### src/rtl/tcam_lookup_pkg.sv
package tcam_lookup_pkg;
  typedef struct packed {
    logic tagWr;    // update pattern/mask/valid of a row
    logic portWr;   // commit the pending port memory write
    logic cmpLoad;  // capture compare + encode result
    logic rdLoad;   // capture port memory read
  } ctrlStrobes_t;
endpackage

### src/rtl/tcam_lookup_ctrl.sv
module tcam_lookup_ctrl
  import tcam_lookup_pkg::*;
(
  input  logic         clk,
  input  logic         rst_n,
  input  logic         wrEn,
  input  logic         srchValid,
  output ctrlStrobes_t strobes,
  output logic         resValid
);
  logic portWrPend;
  logic s1Valid;
  logic s2Valid;

  always_ff @(posedge clk) begin
    if (!rst_n) begin
      portWrPend <= 1'b0;
      s1Valid    <= 1'b0;
      s2Valid    <= 1'b0;
    end else begin
      portWrPend <= wrEn;
      s1Valid    <= srchValid;
      s2Valid    <= s1Valid;
    end
  end

  always_comb begin
    strobes.tagWr   = wrEn;
    strobes.portWr  = portWrPend;
    strobes.cmpLoad = srchValid;
    strobes.rdLoad  = s1Valid;
  end

  assign resValid = s2Valid;


  srch_to_stage1_chk: assert property (@(posedge clk) disable iff (!rst_n)
    srchValid |=> s1Valid);

  stage1_to_result_chk: assert property (@(posedge clk) disable iff (!rst_n)
    s1Valid |=> resValid);

  port_commit_follows_chk: assert property (@(posedge clk) disable iff (!rst_n)
    wrEn |=> strobes.portWr);
endmodule

### src/rtl/tcam_lookup_dp.sv
module tcam_lookup_dp
  import tcam_lookup_pkg::*;
#(
  parameter int KEY_W        = 8,
  parameter int ROWS         = 8,
  parameter int PORT_W       = 4,
  parameter int DEFAULT_PORT = 15,
  localparam int IDX_W       = (ROWS > 1) ? $clog2(ROWS) : 1
) (
  input  logic              clk,
  input  logic              rst_n,
  input  ctrlStrobes_t      strobes,
  input  logic [IDX_W-1:0]  wrRow,
  input  logic [KEY_W-1:0]  wrWord,
  input  logic [KEY_W-1:0]  wrCare,
  input  logic [PORT_W-1:0] wrPort,
  input  logic [KEY_W-1:0]  srchKey,
  output logic              resHit,
  output logic [PORT_W-1:0] resPort
);
  localparam logic [PORT_W-1:0] DefPort = PORT_W'(DEFAULT_PORT);

  logic [KEY_W-1:0]  rowWord [ROWS];
  logic [KEY_W-1:0]  rowCare [ROWS];
  logic [ROWS-1:0]   rowValid;
  logic [PORT_W-1:0] portMem [ROWS];
  logic [IDX_W-1:0]  pendRow;
  logic [PORT_W-1:0] pendPort;
  logic [ROWS-1:0]   matchLine;
  logic              encHit;
  logic [IDX_W-1:0]  encIdx;
  logic              s1Hit;
  logic [IDX_W-1:0]  s1Idx;

  // table storage: pattern and mask, no reset needed
  always_ff @(posedge clk) begin
    if (strobes.tagWr && (int'(wrRow) < ROWS)) begin
      rowWord[wrRow] <= wrWord;
      rowCare[wrRow] <= wrCare;
    end
  end

  always_ff @(posedge clk) begin
    if (!rst_n) begin
      rowValid <= '0;
    end else if (strobes.tagWr && (int'(wrRow) < ROWS)) begin
      rowValid[wrRow] <= 1'b1;
    end
  end

  // port write is held one cycle so an in-flight search reads the old port
  always_ff @(posedge clk) begin
    if (strobes.tagWr) begin
      pendRow  <= wrRow;
      pendPort <= wrPort;
    end
    if (strobes.portWr && (int'(pendRow) < ROWS)) begin
      portMem[pendRow] <= pendPort;
    end
  end

  // per-row ternary compare
  for (genvar g = 0; g < ROWS; g++) begin : g_row
    assign matchLine[g] = rowValid[g] &&
                          (((srchKey ^ rowWord[g]) & rowCare[g]) == '0);
  end

  // fixed priority encoder, lowest row wins
  always_comb begin
    encHit = |matchLine;
    encIdx = '0;
    for (int i = ROWS - 1; i >= 0; i--) begin
      if (matchLine[i]) encIdx = IDX_W'(i);
    end
  end

  // stage 1: compare and encode
  always_ff @(posedge clk) begin
    if (!rst_n) begin
      s1Hit <= 1'b0;
      s1Idx <= '0;
    end else if (strobes.cmpLoad) begin
      s1Hit <= encHit;
      s1Idx <= encIdx;
    end else begin
      s1Hit <= 1'b0;
    end
  end

  // stage 2: port memory read
  always_ff @(posedge clk) begin
    if (!rst_n) begin
      resHit  <= 1'b0;
      resPort <= DefPort;
    end else if (strobes.rdLoad && s1Hit) begin
      resHit  <= 1'b1;
      resPort <= portMem[s1Idx];
    end else begin
      resHit  <= 1'b0;
      resPort <= DefPort;
    end
  end


  hit_row_written_chk: assert property (@(posedge clk) disable iff (!rst_n)
    s1Hit |-> rowValid[s1Idx]);

  row0_priority_chk: assert property (@(posedge clk) disable iff (!rst_n)
    (strobes.cmpLoad && matchLine[0]) |=> (s1Hit && s1Idx == '0));

  hit_needs_read_chk: assert property (@(posedge clk) disable iff (!rst_n)
    resHit |-> $past(strobes.rdLoad));
endmodule

### src/rtl/tcam_lookup.sv
module tcam_lookup
  import tcam_lookup_pkg::*;
#(
  parameter int KEY_W        = 8,
  parameter int ROWS         = 8,
  parameter int PORT_W       = 4,
  parameter int DEFAULT_PORT = 15,
  localparam int IDX_W       = (ROWS > 1) ? $clog2(ROWS) : 1
) (
  input  logic              clk,
  input  logic              rst_n,
  input  logic              wrEn,
  input  logic [IDX_W-1:0]  wrRow,
  input  logic [KEY_W-1:0]  wrWord,
  input  logic [KEY_W-1:0]  wrCare,
  input  logic [PORT_W-1:0] wrPort,
  input  logic              srchValid,
  input  logic [KEY_W-1:0]  srchKey,
  output logic              resValid,
  output logic              resHit,
  output logic [PORT_W-1:0] resPort
);
  ctrlStrobes_t strobes;

  tcam_lookup_ctrl ctrl_i (
    .clk       (clk),
    .rst_n     (rst_n),
    .wrEn      (wrEn),
    .srchValid (srchValid),
    .strobes   (strobes),
    .resValid  (resValid)
  );

  tcam_lookup_dp #(
    .KEY_W        (KEY_W),
    .ROWS         (ROWS),
    .PORT_W       (PORT_W),
    .DEFAULT_PORT (DEFAULT_PORT)
  ) dp_i (
    .clk     (clk),
    .rst_n   (rst_n),
    .strobes (strobes),
    .wrRow   (wrRow),
    .wrWord  (wrWord),
    .wrCare  (wrCare),
    .wrPort  (wrPort),
    .srchKey (srchKey),
    .resHit  (resHit),
    .resPort (resPort)
  );
endmodule

### config.mk
export PLATFORM = sky130hd
export DESIGN_NAME = tcam_lookup
export DESIGN_NICKNAME = d
export VERILOG_FILES = /design/src/rtl/tcam_lookup_pkg.sv /design/src/rtl/tcam_lookup_ctrl.sv /design/src/rtl/tcam_lookup_dp.sv /design/src/rtl/tcam_lookup.sv
export SDC_FILE = /design/constraint.sdc
export NUM_CORES = 1
export LEC_CHECK = 0
export ABC_AREA = 1
export CORE_MARGIN = 5
export CORE_UTILIZATION = 45
export DETAILED_ROUTE_END_ITERATION = 8
export DONT_BUFFER_PORTS = 1
export PLACE_DENSITY = 0.58
export SLEW_MARGIN = 25
export SYNTH_ARGS = -nofsm -noshare
export SYNTH_HDL_FRONTEND = slang
export SYNTH_SLANG_ARGS = --single-unit
export TNS_END_PERCENT = 50
### constraint.sdc
create_clock -name clk -period 2.1 [get_ports clk]
set_clock_uncertainty 0.2 [all_clocks]
set_input_delay 0.315 -clock clk [delete_from_list [all_inputs] [get_ports clk]]
set_output_delay 0.315 -clock clk [all_outputs]
set_load 0.05 [all_outputs]
# Word-level counts from Yosys, hierarchy flattened
# Memory sizes are Yosys's and may differ from the RTL's. A register that Yosys moved wholly into a read port is not among the register bits.
# Index checks and enable logic that the tools add are counted.
# Widths: inputs -> output; s select.
[totals]
mem_count = 3
ramBits = 160
output_inout_bits = 6
ff_bits = 23
[memory_table]
columns = ["memory", "words", "word_bits", "rd", "rd_clocked_by_memory_dff", "wr", "line_no", "text"]
rows = [
  ["dp_i.rowCare", 8, 8, 8, 0, 1, "tcam_lookup_dp.sv:24", "logic [KEY_W-1:0] rowCare [ROWS];"],
  ["dp_i.rowWord", 8, 8, 8, 0, 1, "tcam_lookup_dp.sv:23", "logic [KEY_W-1:0] rowWord [ROWS];"],
  ["dp_i.portMem", 8, 4, 1, 1, 1, "tcam_lookup_dp.sv:26", "logic [PORT_W-1:0] portMem [ROWS];"],
]
[op_classes]
n_bitwise = 17
magnitude_cmp = 2
muxes = 15
n_reduce_logical = 22
[ops]
columns = ["operator", "count"]
rows = [
  ["$and 8x8->8", 8],
  ["$logic_not 8->1", 8],
  ["$xor 8x8->8", 8],
  ["$mux 3", 8],
  ["$logic_and 1x1->1", 10],
  ["$or 8x8->8", 1],
  ["$reduce_or 8->1", 1],
  ["$mux 1", 6],
  ["$lt 3x4->1 const B", 1],
  ["$reduce_and 2->1", 2],
  ["$demux 1 s3", 1],
  ["$ge 3x1->1 const B", 1],
  ["$logic_not 1->1", 1],
]

# Depth between registers and ports, before layout
# Gate-level depths: netlist (run 1).
[depth]
ltp_word = 12
ltp_mapped = 16
depth_no_buf = 15

# Hierarchy
# A second synthesis (run 1) with hierarchy kept.
[hier_totals]
cells_unflattened = 586
hier_area_um2 = 7309.5
[modules_own_cells]
columns = ["mod", "seq_area_each_um2", "area_per_inst_um2", "instances", "cells_per_inst"]
rows = [
  ["tcam_lookup_dp", 5355.1, 7196.9, 1, 573],
  ["tcam_lookup_ctrl", 60.1, 112.6, 1, 13],
]

# Least setup slack after synthesis (run 1)
# Ideal clock, no wire load.
[synth_path]
kind = "input to register"
from = "input wrEn"
to = "memory dp_i.rowCare[2][0] (enable)"
path_slack_ns = 0.287
setup_time_ns = 0.390
arrival_ns = 1.223
t_required_ns = 1.510
stages = 4
cell_sequence = "inv_1 nor2_1 inv_1 nor2_1"
[synth_between]
elab_chain_cells = 2
[synth_rtl]
columns = ["element", "line_no", "text"]
rows = [
  ["start: declaration", "tcam_lookup.sv:12", "input logic wrEn,"],
  ["$mux 1", "tcam_lookup_dp.sv:37", "if (strobes.tagWr && (int'(wrRow) < ROWS)) begin"],
  ["$mux 1 (not written as such)", "tcam_lookup_dp.sv:39", "rowCare[wrRow] <= wrCare;"],
  ["end: declaration", "tcam_lookup_dp.sv:24", ""],
]
# No other way between the ends.

==> impl_metrics.toml, run 1 <==
[clock_tree]
numCtsBuffers = 17
cts_tree = "yes"
cts_resized = 0
htreeDepth = 4
cts_buffer_depth = 2
clock_latency_ps = 430
root_buffer = "clkbuf_16"
clock-sinks = 187
post-cts-setup-buffers = 0
clkTransAtPathRegs_ps = 70

[worst_setup_path]
reg2reg_setup_slack_ps = 210
required_ps = 2210
critPathTopFamily = "flip-flops"
crit_buf_inv = 1
crit_end = "dp_i.resPort[0]$_SDFF_PN1_"
worstSetupStartpointType = "flip-flop"
r2r_start = "dp_i.s1Idx[1]$_SDFFE_PN0P_"
path_class = "flip-flop to flip-flop"
crit_chain = "inv_1 -> a21oi_1 -> a221oi_1 -> or3b_2"
critPathSlowestCell = "dfxtp_1"
crit_fanout = 10
reg2reg_depth = 4
cpPeakStageDelay_ps = 560
endpoint_kind = "flip-flop"
r2r-end = "dp_i.resPort[0]$_SDFF_PN1_"
path_depth = 4
startpoint = "dp_i.s1Idx[1]$_SDFFE_PN0P_"
arrival_ps = 2000

[global_routing]
globalRouteOverflowTotal = 0
grt_max_degree = 19
grtUsageTotal = 0.173
grt_pass1_wl_mm = 23.7
grt_antenna_before_repair = 0
grt_pass1_vias = 4285

[sta]
worst-slew-pin-transition_ps = 478
finalWorstPathRequiredPeriod_ps = 1890
drv_slew = 0
fin_tns_setup_ps = 0
finalHoldViolations = 0
hold_slack_ps = 146
grt_setup_unrepaired = "no"
finalCritPeriodShare = 0.901
fmax_mhz = 529
finalSetupViolations = 0
slew_headroom = 0.681

[synth]
synth-edff-count = 167
synth_area_mm2 = 0.00724
ys_seq_area_frac = 0.748
synth_nets = 609
netlist_top_cells_count = "edfxtp_1 (167), nand2_1 (121), nor2_1 (74), inv_1 (36), a21oi_1 (35)"
ys_seq_elements = 187
synth_top_area_frac = 0.693
yosysMostFrequentCell = "edfxtp_1"
yosysTopAreaCell = "edfxtp_1"
ys.flop_type = "edfxtp_1"
synth.avg_cell_area_um2 = 12.6
synth_cells = 574
async_flop_share = 0
yosys-top-cells-area = "edfxtp_1 (69%), nand2_1 (6.3%), dfxtp_1 (5.5%)"
ys_types = 31
yosysWarnings = 0

[place]
gp_congestion = 0.857
port_buffers = 0
dp_hpwl_mm = 10.2

[cells_and_area]
final_net_count = 653
area_growth_pct = 15.2
drive_above_1_share = 0.105
fin_util = 0.527
num_antenna_cells = 0

[outcome]
outcome = "complete, no violations"

[die]
die_w_um = 137
coreArea_mm2 = 0.0158
die_h_um = 137
rows = 46
pin_count = 41
dieArea_mm2 = 0.0187
initial_core_util = 0.457

[drt]
drc_errors = 0
dr_total_vias = 4261
ant_nets = 0
wirelength_mm = 14.9
post_drt_via_cell_ratio = 5.03
drtIter0Drc = 232
first_pass_iters = 4
wl_per_cell_um = 17.6

[job]
drv_cap = 0

[pwr]
p_per_area_mw_per_mm2 = 918
irDropWorstVdd_mv = 0.661
cellLeakagePower_nw = 3.02

[hold_path]
min_path_type = "input pin to flip-flop"
-- repair_timing --
item | in CTS | in global routing
endpoints found under the setup margin | 0 | 0
hold endpoints to repair | 158 | 0
hold buffers | 28 | 0
-- through the flow --
step	instances	worst slack (ps)	area, µm²	power, mW
after floorplan	574	287	7240	4.49
after global placement	787	289	7480	4.53
after detailed placement	787	232	7480	4.54
after CTS	847	225	8340	7.73
after global routing	847	135	8340	7.94
final	847	209	8340	7.65
-- cell families (layout without fill, tap and decap cells) --
| group | after synthesis | count (layout) | synth area share |
|---|---|---|---|
| AND/OR/NAND/NOR | 259 | 259 | 0.154 |
| XOR/XNOR | 3 | 3 | 0.00363 |
| flip-flops | 187 | 187 | 0.748 |
| AO/OA/AOI/OAI | 74 | 74 | 0.0584 |
| buffers and inverters | 51 | 108 | 0.0359 |
-- power by group --
part / internal (mW) / total, mW / switching (mW)
Combinational: 0.113 / 0.300 / 0.188
Clock: 1.68 / 3.12 / 1.44
Sequential: 4.18 / 4.23 / 0.0551
Total: 5.97 / 7.65 / 1.68
-- worst min-delay path, stage by stage --
cell	delay, ps
nand2_1	90
nor2_2	60
buf_4	150
-- metal layers --
layer,track usage,up-vias,share of wire
li1,-,2104,-
met1,0.214,2039,0.43
met2,0.293,96,0.49
met3,0.0537,22,0.051
met4,0.0549,0,0.021
met5,0,-,0
-- flip-flops by register name (all words and copies together), names as in the netlist --
name	cells
dp_i.rowCare	64
dp_i.s1Idx	3
dp_i.resPort	4
dp_i.s1Hit	1
dp_i.pendPort	4
dp_i.rowValid	8
ctrl_i.portWrPend	1
ctrl_i.resValid	1
dp_i.portMem	32
dp_i.pendRow	3
dp_i.resHit	1
dp_i.rowWord	64
ctrl_i.s1Valid	1
-- how the worst min path moves through the flow --
stage	to	from	slack, ps	cells past startpoint
after global routing	dp_i.rowWord[5][2]$_DFFE_PP_	wrRow[2]	130	3
after global placement	dp_i.pendPort[0]$_DFFE_PP_	wrPort[0]	210	0
final	dp_i.rowWord[5][2]$_DFFE_PP_	wrRow[2]	150	3
after detailed placement	dp_i.pendPort[0]$_DFFE_PP_	wrPort[0]	210	0
after CTS	dp_i.rowWord[5][2]$_DFFE_PP_	wrRow[2]	130	3
after floorplan	ctrl_i.resValid$_SDFF_PN0_	ctrl_i.s1Valid$_SDFF_PN0_	200	2
-- area by class of cell --
type,count,area (µm²)
clock buffer,17,425
clock inverter,15,153
fill,1291,7490
inverter,37,139
multi-input combinational,336,1570
sequential,187,5420
tap,216,270
timing repair buffer,39,363
-- cell usage in the layout, fill, tap and decap left out, types with 3 or more instances in the layout --
cell           instances
edfxtp_1             167
nand2_1              121
nor2_1                71
inv_1                 36
a21oi_1               35
nand3_1               29
dlygate4sd3_1         28
dfxtp_1               20
clkbuf_16             17
o21ai_0               14
or2_2                 11
buf_4                 11
o21ai_1                9
a221oi_1               8
nor3_1                 5
or2_1                  5
inv_8                  5
or3b_2                 4
nand4_1                4
inv_6                  4
nor2_2                 3
o22ai_1                3
xor2_1                 3
Power figures use the tool's default switching activity.
==> run 2: changes to the inputs <==
Settings changed: SKIP_CTS_REPAIR_TIMING set to 1.
==> impl_metrics.toml, run 2 (synthesis gave the netlist of run 1 again) <==
[global_routing]
grt_pass1_vias = 4156
grtUsageMet2 = 0.285
grt_pass1_wl_mm = 23.0
busiest_layer = "met2"
globalRouteOverflowTotal = 0
grt_antenna_before_repair = 0
met3_usage = 0.0529
grtUsageTotal = 0.168
grt_max_degree = 19
groute.layer.met1.usage = 0.207

[pwr]
comb_power_share = 0.039
swShare = 0.219
p_int_mw = 5.97
share_seq_of_total_power = 0.553
switchingPower_mw = 1.68
cellLeakagePower_nw = 3.01
p_per_area_mw_per_mm2 = 920
p_clk_frac = 0.408
irDropWorstVdd_mv = 0.656

[cells_and_area]
top_regs = "dp_i.rowCare (64), dp_i.rowWord (64), dp_i.portMem (32)"
multi_input_area_mm2 = 0.00157
area_growth_pct = 14.9
num_antenna_cells = 0
fill_cells = 1285
layout_common_cells = "edfxtp_1 (167), nand2_1 (121), nor2_1 (71)"
fin_util = 0.526
drive_above_1_share = 0.105
regArea_mm2 = 0.00542
layout_commonest_cell = "edfxtp_1"
final_net_count = 651

[die]
pin_count = 41
dieArea_mm2 = 0.0187
die_h_um = 137
coreArea_mm2 = 0.0158
initial_core_util = 0.457
die_w_um = 137
rows = 46

[drt]
post_drt_via_cell_ratio = 5.03
ant_nets = 0
wl_per_cell_um = 17.5
drc_errors = 0
dr_total_vias = 4254
first_pass_iters = 5
wirelength_mm = 14.8
drtIter0Drc = 232

[hold_path]
min_path_type = "input pin to flip-flop"
min-delay-start = "wrRow[2]"

[worst_setup_path]
required_ps = 2210
r2r-end = "dp_i.resPort[0]$_SDFF_PN1_"
arrival_ps = 2020
reg2reg_depth = 4
crit_fanout = 10
r2r_start = "dp_i.s1Idx[1]$_SDFFE_PN0P_"
worstSetupStartpointType = "flip-flop"
critPathSlowestCell = "dfxtp_1"
startpoint = "dp_i.s1Idx[1]$_SDFFE_PN0P_"
cpPeakStageDelay_ps = 570
reg2reg_setup_slack_ps = 190
crit_chain = "inv_1 -> a21oi_1 -> a221oi_1 -> or3b_2"
endpoint_kind = "flip-flop"
crit_end = "dp_i.resPort[0]$_SDFF_PN1_"
path_class = "flip-flop to flip-flop"

[outcome]
outcome = "complete, no violations"

[sta]
worst-slew-pin-transition_ps = 478
finalWorstPathRequiredPeriod_ps = 1910
slew_headroom = 0.681
grt_setup_unrepaired = "no"
finalCritPeriodShare = 0.910
finalSetupViolations = 0
fmax_mhz = 523
finalHoldViolations = 0
worst_slack_ps = 189
drv_slew = 0
fin_tns_setup_ps = 0

[clock_tree]
cts_tree = "yes"
htreeDepth = 4
clock_latency_ps = 430
cts_buffer_depth = 2
numCtsBuffers = 17
clock-sinks = 187
root_buffer = "clkbuf_16"
clkTransAtPathRegs_ps = 70

[place]
gp_congestion = 0.857
dp_hpwl_mm = 10.2
port_buffers = 0
preCtsSetupSlack_ps = 232

[job]
drv_cap = 0
## run 2: cell count changes in the layout (fill, tap and decap cells not counted)
| cell | delta |
|---|---|
| dlygate4sd3_1 | -2 |
## run 2: worst min-delay path by stage
stage                                              end  slack (ps)  cells after the start
after floorplan             ctrl_i.resValid$_SDFF_PN0_         200                      2
after global placement      dp_i.pendPort[0]$_DFFE_PP_         210                      0
after detailed placement    dp_i.pendPort[0]$_DFFE_PP_         210                      0
after CTS                 dp_i.rowWord[6][0]$_DFFE_PP_        -250                      0
after global routing      dp_i.rowWord[5][2]$_DFFE_PP_         130                      3
final                     dp_i.rowWord[5][2]$_DFFE_PP_         150                      3
## run 2: worst max-delay path, delay by kind of cell (launching register included)
kind,cells,cell delay [ps]
AO/OA/AOI/OAI,2,340
buffers and inverters,1,240
flip-flops,1,570
AND/OR/NAND/NOR,1,440
## run 2: final cells by class
cell class	count	area share
Clock inverter	15	0.0184
Timing Repair Buffer	37	0.0412
Sequential cell	187	0.651
Inverter	37	0.0167
Clock buffer	17	0.0511
Tap cell	216	0.0325
Multi-Input combinational cell	336	0.189
## run 2: per-layer routing
layer / wire length [µm] / vias to the layer above
met3: 825 / 26
met4: 338 / 0
li1: - / 2103
met5: 0 / -
met1: 6270 / 2023
met2: 7350 / 102
## run 2: power by group through the flow
stage	logic [mW]	clock network, mW	registers, mW
2_1_floorplan	0.187	0	4.30
3_3_place_gp	0.219	0	4.31
4_1_cts	0.225	3.19	4.23
3_5_place_dp	0.224	0	4.32
6_report	0.298	3.12	4.23
5_1_grt	0.337	3.36	4.24
## run 2: per-stage QoR
stage	instances	cell area, µm²	hold WS [ps]	power [mW]
after CTS	819	8060	-248	7.65
after detailed placement	787	7480	214	4.54
after global routing	845	8320	128	7.94
after floorplan	574	7240	204	4.49
final	845	8320	146	7.65
after global placement	787	7480	214	4.53
==> run 3: changes to the inputs <==
Settings changed: PLACE_DENSITY 0.58 to unset.
==> impl_metrics.toml, run 3 (synthesis gave the netlist of run 1 again) <==
[die]
pin_count = 41
initial_core_util = 0.457
coreArea_mm2 = 0.0158
die_w_um = 137
dieArea_mm2 = 0.0187
rows = 46
die_h_um = 137

[hold_path]
hold_path_end = "dp_i.rowWord[5][4]$_DFFE_PP_"
hold_depth = 3
min_path_type = "input pin to flip-flop"
min-delay-start = "wrRow[2]"

[outcome]
outcome = "complete, no violations"

[drt]
dr_total_vias = 4254
wl_per_cell_um = 17.4
drc_errors = 0
ant_nets = 0
wirelength_mm = 14.7
first_pass_iters = 5
post_drt_via_cell_ratio = 5.03
drtIter0Drc = 292

[cells_and_area]
num_antenna_cells = 0
layout_common_cells = "edfxtp_1 (167), nand2_1 (121), nor2_1 (74)"
fill_cells = 1320
top_regs = "dp_i.rowCare (64), dp_i.rowWord (64), dp_i.portMem (32)"
final_area_mm2 = 0.00838
layout_commonest_cell = "edfxtp_1"
fin_util = 0.529
drive_above_1_share = 0.0970
area_growth_pct = 15.7
final_net_count = 651

[clock_tree]
clkTransAtPathRegs_ps = 70
root_buffer = "clkbuf_16"
htreeDepth = 4
cts_tree = "yes"
clock_latency_ps = 430
clock-sinks = 187
numCtsBuffers = 17
cts_buffer_depth = 2

[place]
placed_cell_area_mm2 = 0.00747
dp_hpwl_mm = 9.77
preCtsSetupSlack_ps = 175
port_buffers = 0
gp_congestion = 0.822

[worst_setup_path]
reg2reg_setup_slack_ps = 270
r2r-end = "dp_i.s1Idx[2]$_SDFFE_PN0P_"
r2r_start = "dp_i.rowWord[0][4]$_DFFE_PP_"
reg2reg_depth = 8
arrival_ps = 1980
required_ps = 2200
worstSetupStartpointType = "input pin"
startpoint = "rst_n"
crit_fanout = 6
endpoint_kind = "flip-flop"
path_class = "input pin to flip-flop"

[sta]
drv_slew = 0
finalSetupViolations = 0
grt_setup_unrepaired = "no"
worst-slew-pin-transition_ps = 477
finalHoldViolations = 0
finalCritPeriodShare = 0.897
finalWorstPathRequiredPeriod_ps = 1880
fmax_mhz = 531
fin_tns_setup_ps = 0
slew_headroom = 0.682
worst_slack_ps = 216

[pwr]
cellLeakagePower_nw = 3.03
irDropWorstVdd_mv = 0.647
p_per_area_mw_per_mm2 = 952

[global_routing]
globalRouteOverflowTotal = 0
grtUsageTotal = 0.166
grt_pass1_wl_mm = 22.7
grt_antenna_before_repair = 0
grt_pass1_vias = 4121
grt_max_degree = 18

[job]
drv_cap = 0
[run 3: cell count changes in the layout (fill, tap and decap cells not counted), moves of 2 or more]
| cell | delta |
|---|---|
| nor2_1 | +3 |
| nor2_2 | -3 |
| inv_8 | -5 |
| clkinvlp_4 | +2 |
| bufinv_16 | +4 |
| clkbuf_1 | +3 |
| inv_6 | -3 |
[run 3: worst max-delay path, cell delays in order]
cell	delay [ps]
dlygate4sd3_1	690
nand2_1	150
nor2_1	330
or3b_2	500
[run 3: worst max path at each step]
stage                     slack, ps  cells after the start                            to
after global routing            120                     14    dp_i.s1Idx[0]$_SDFFE_PN0P_
after global placement          230                      8    dp_i.s1Idx[2]$_SDFFE_PN0P_
after CTS                       180                      8    dp_i.s1Idx[2]$_SDFFE_PN0P_
final                           220                      4    dp_i.resPort[2]$_SDFF_PN1_
after floorplan                 290                      4  dp_i.rowCare[2][0]$_DFFE_PP_
after detailed placement        180                      8    dp_i.s1Idx[2]$_SDFFE_PN0P_
[run 3: per-stage QoR]
| step | hold slack, ps | power [mW] | cells |
|---|---|---|---|
| floorplan | 204 | 4.49 | 574 |
| finish | 165 | 7.97 | 845 |
| global route | 172 | 8.27 | 845 |
| CTS | -235 | 7.95 | 819 |
| detailed placement | 214 | 4.53 | 787 |
| global placement | 214 | 4.52 | 787 |
[run 3: per-layer routing]
| metal | share of wire | up-vias | global-route usage |
|---|---|---|---|
| met2 | 0.50 | 97 | 0.272 |
| met1 | 0.44 | 2035 | 0.212 |
| li1 | - | 2102 | - |
| met3 | 0.044 | 20 | 0.0460 |
| met4 | 0.020 | 0 | 0.0615 |
| met5 | 0 | - | 0 |
[run 3: report_power, final]
part / internal (mW) / total [mW] / switching, mW
combinational: 0.111 / 0.294 / 0.183
sequential: 4.18 / 4.23 / 0.0544
clock: 2.14 / 3.45 / 1.30
[run 3: cell type report]
cell class	instances	area, µm²	area share
inverters	37	139	0.0166
clock inverters	11	191	0.0228
repair buffers	37	343	0.0409
flip-flops and latches	187	5420	0.646
multi-input cells	336	1570	0.187
well taps	216	270	0.0323
clock buffers	21	450	0.0538
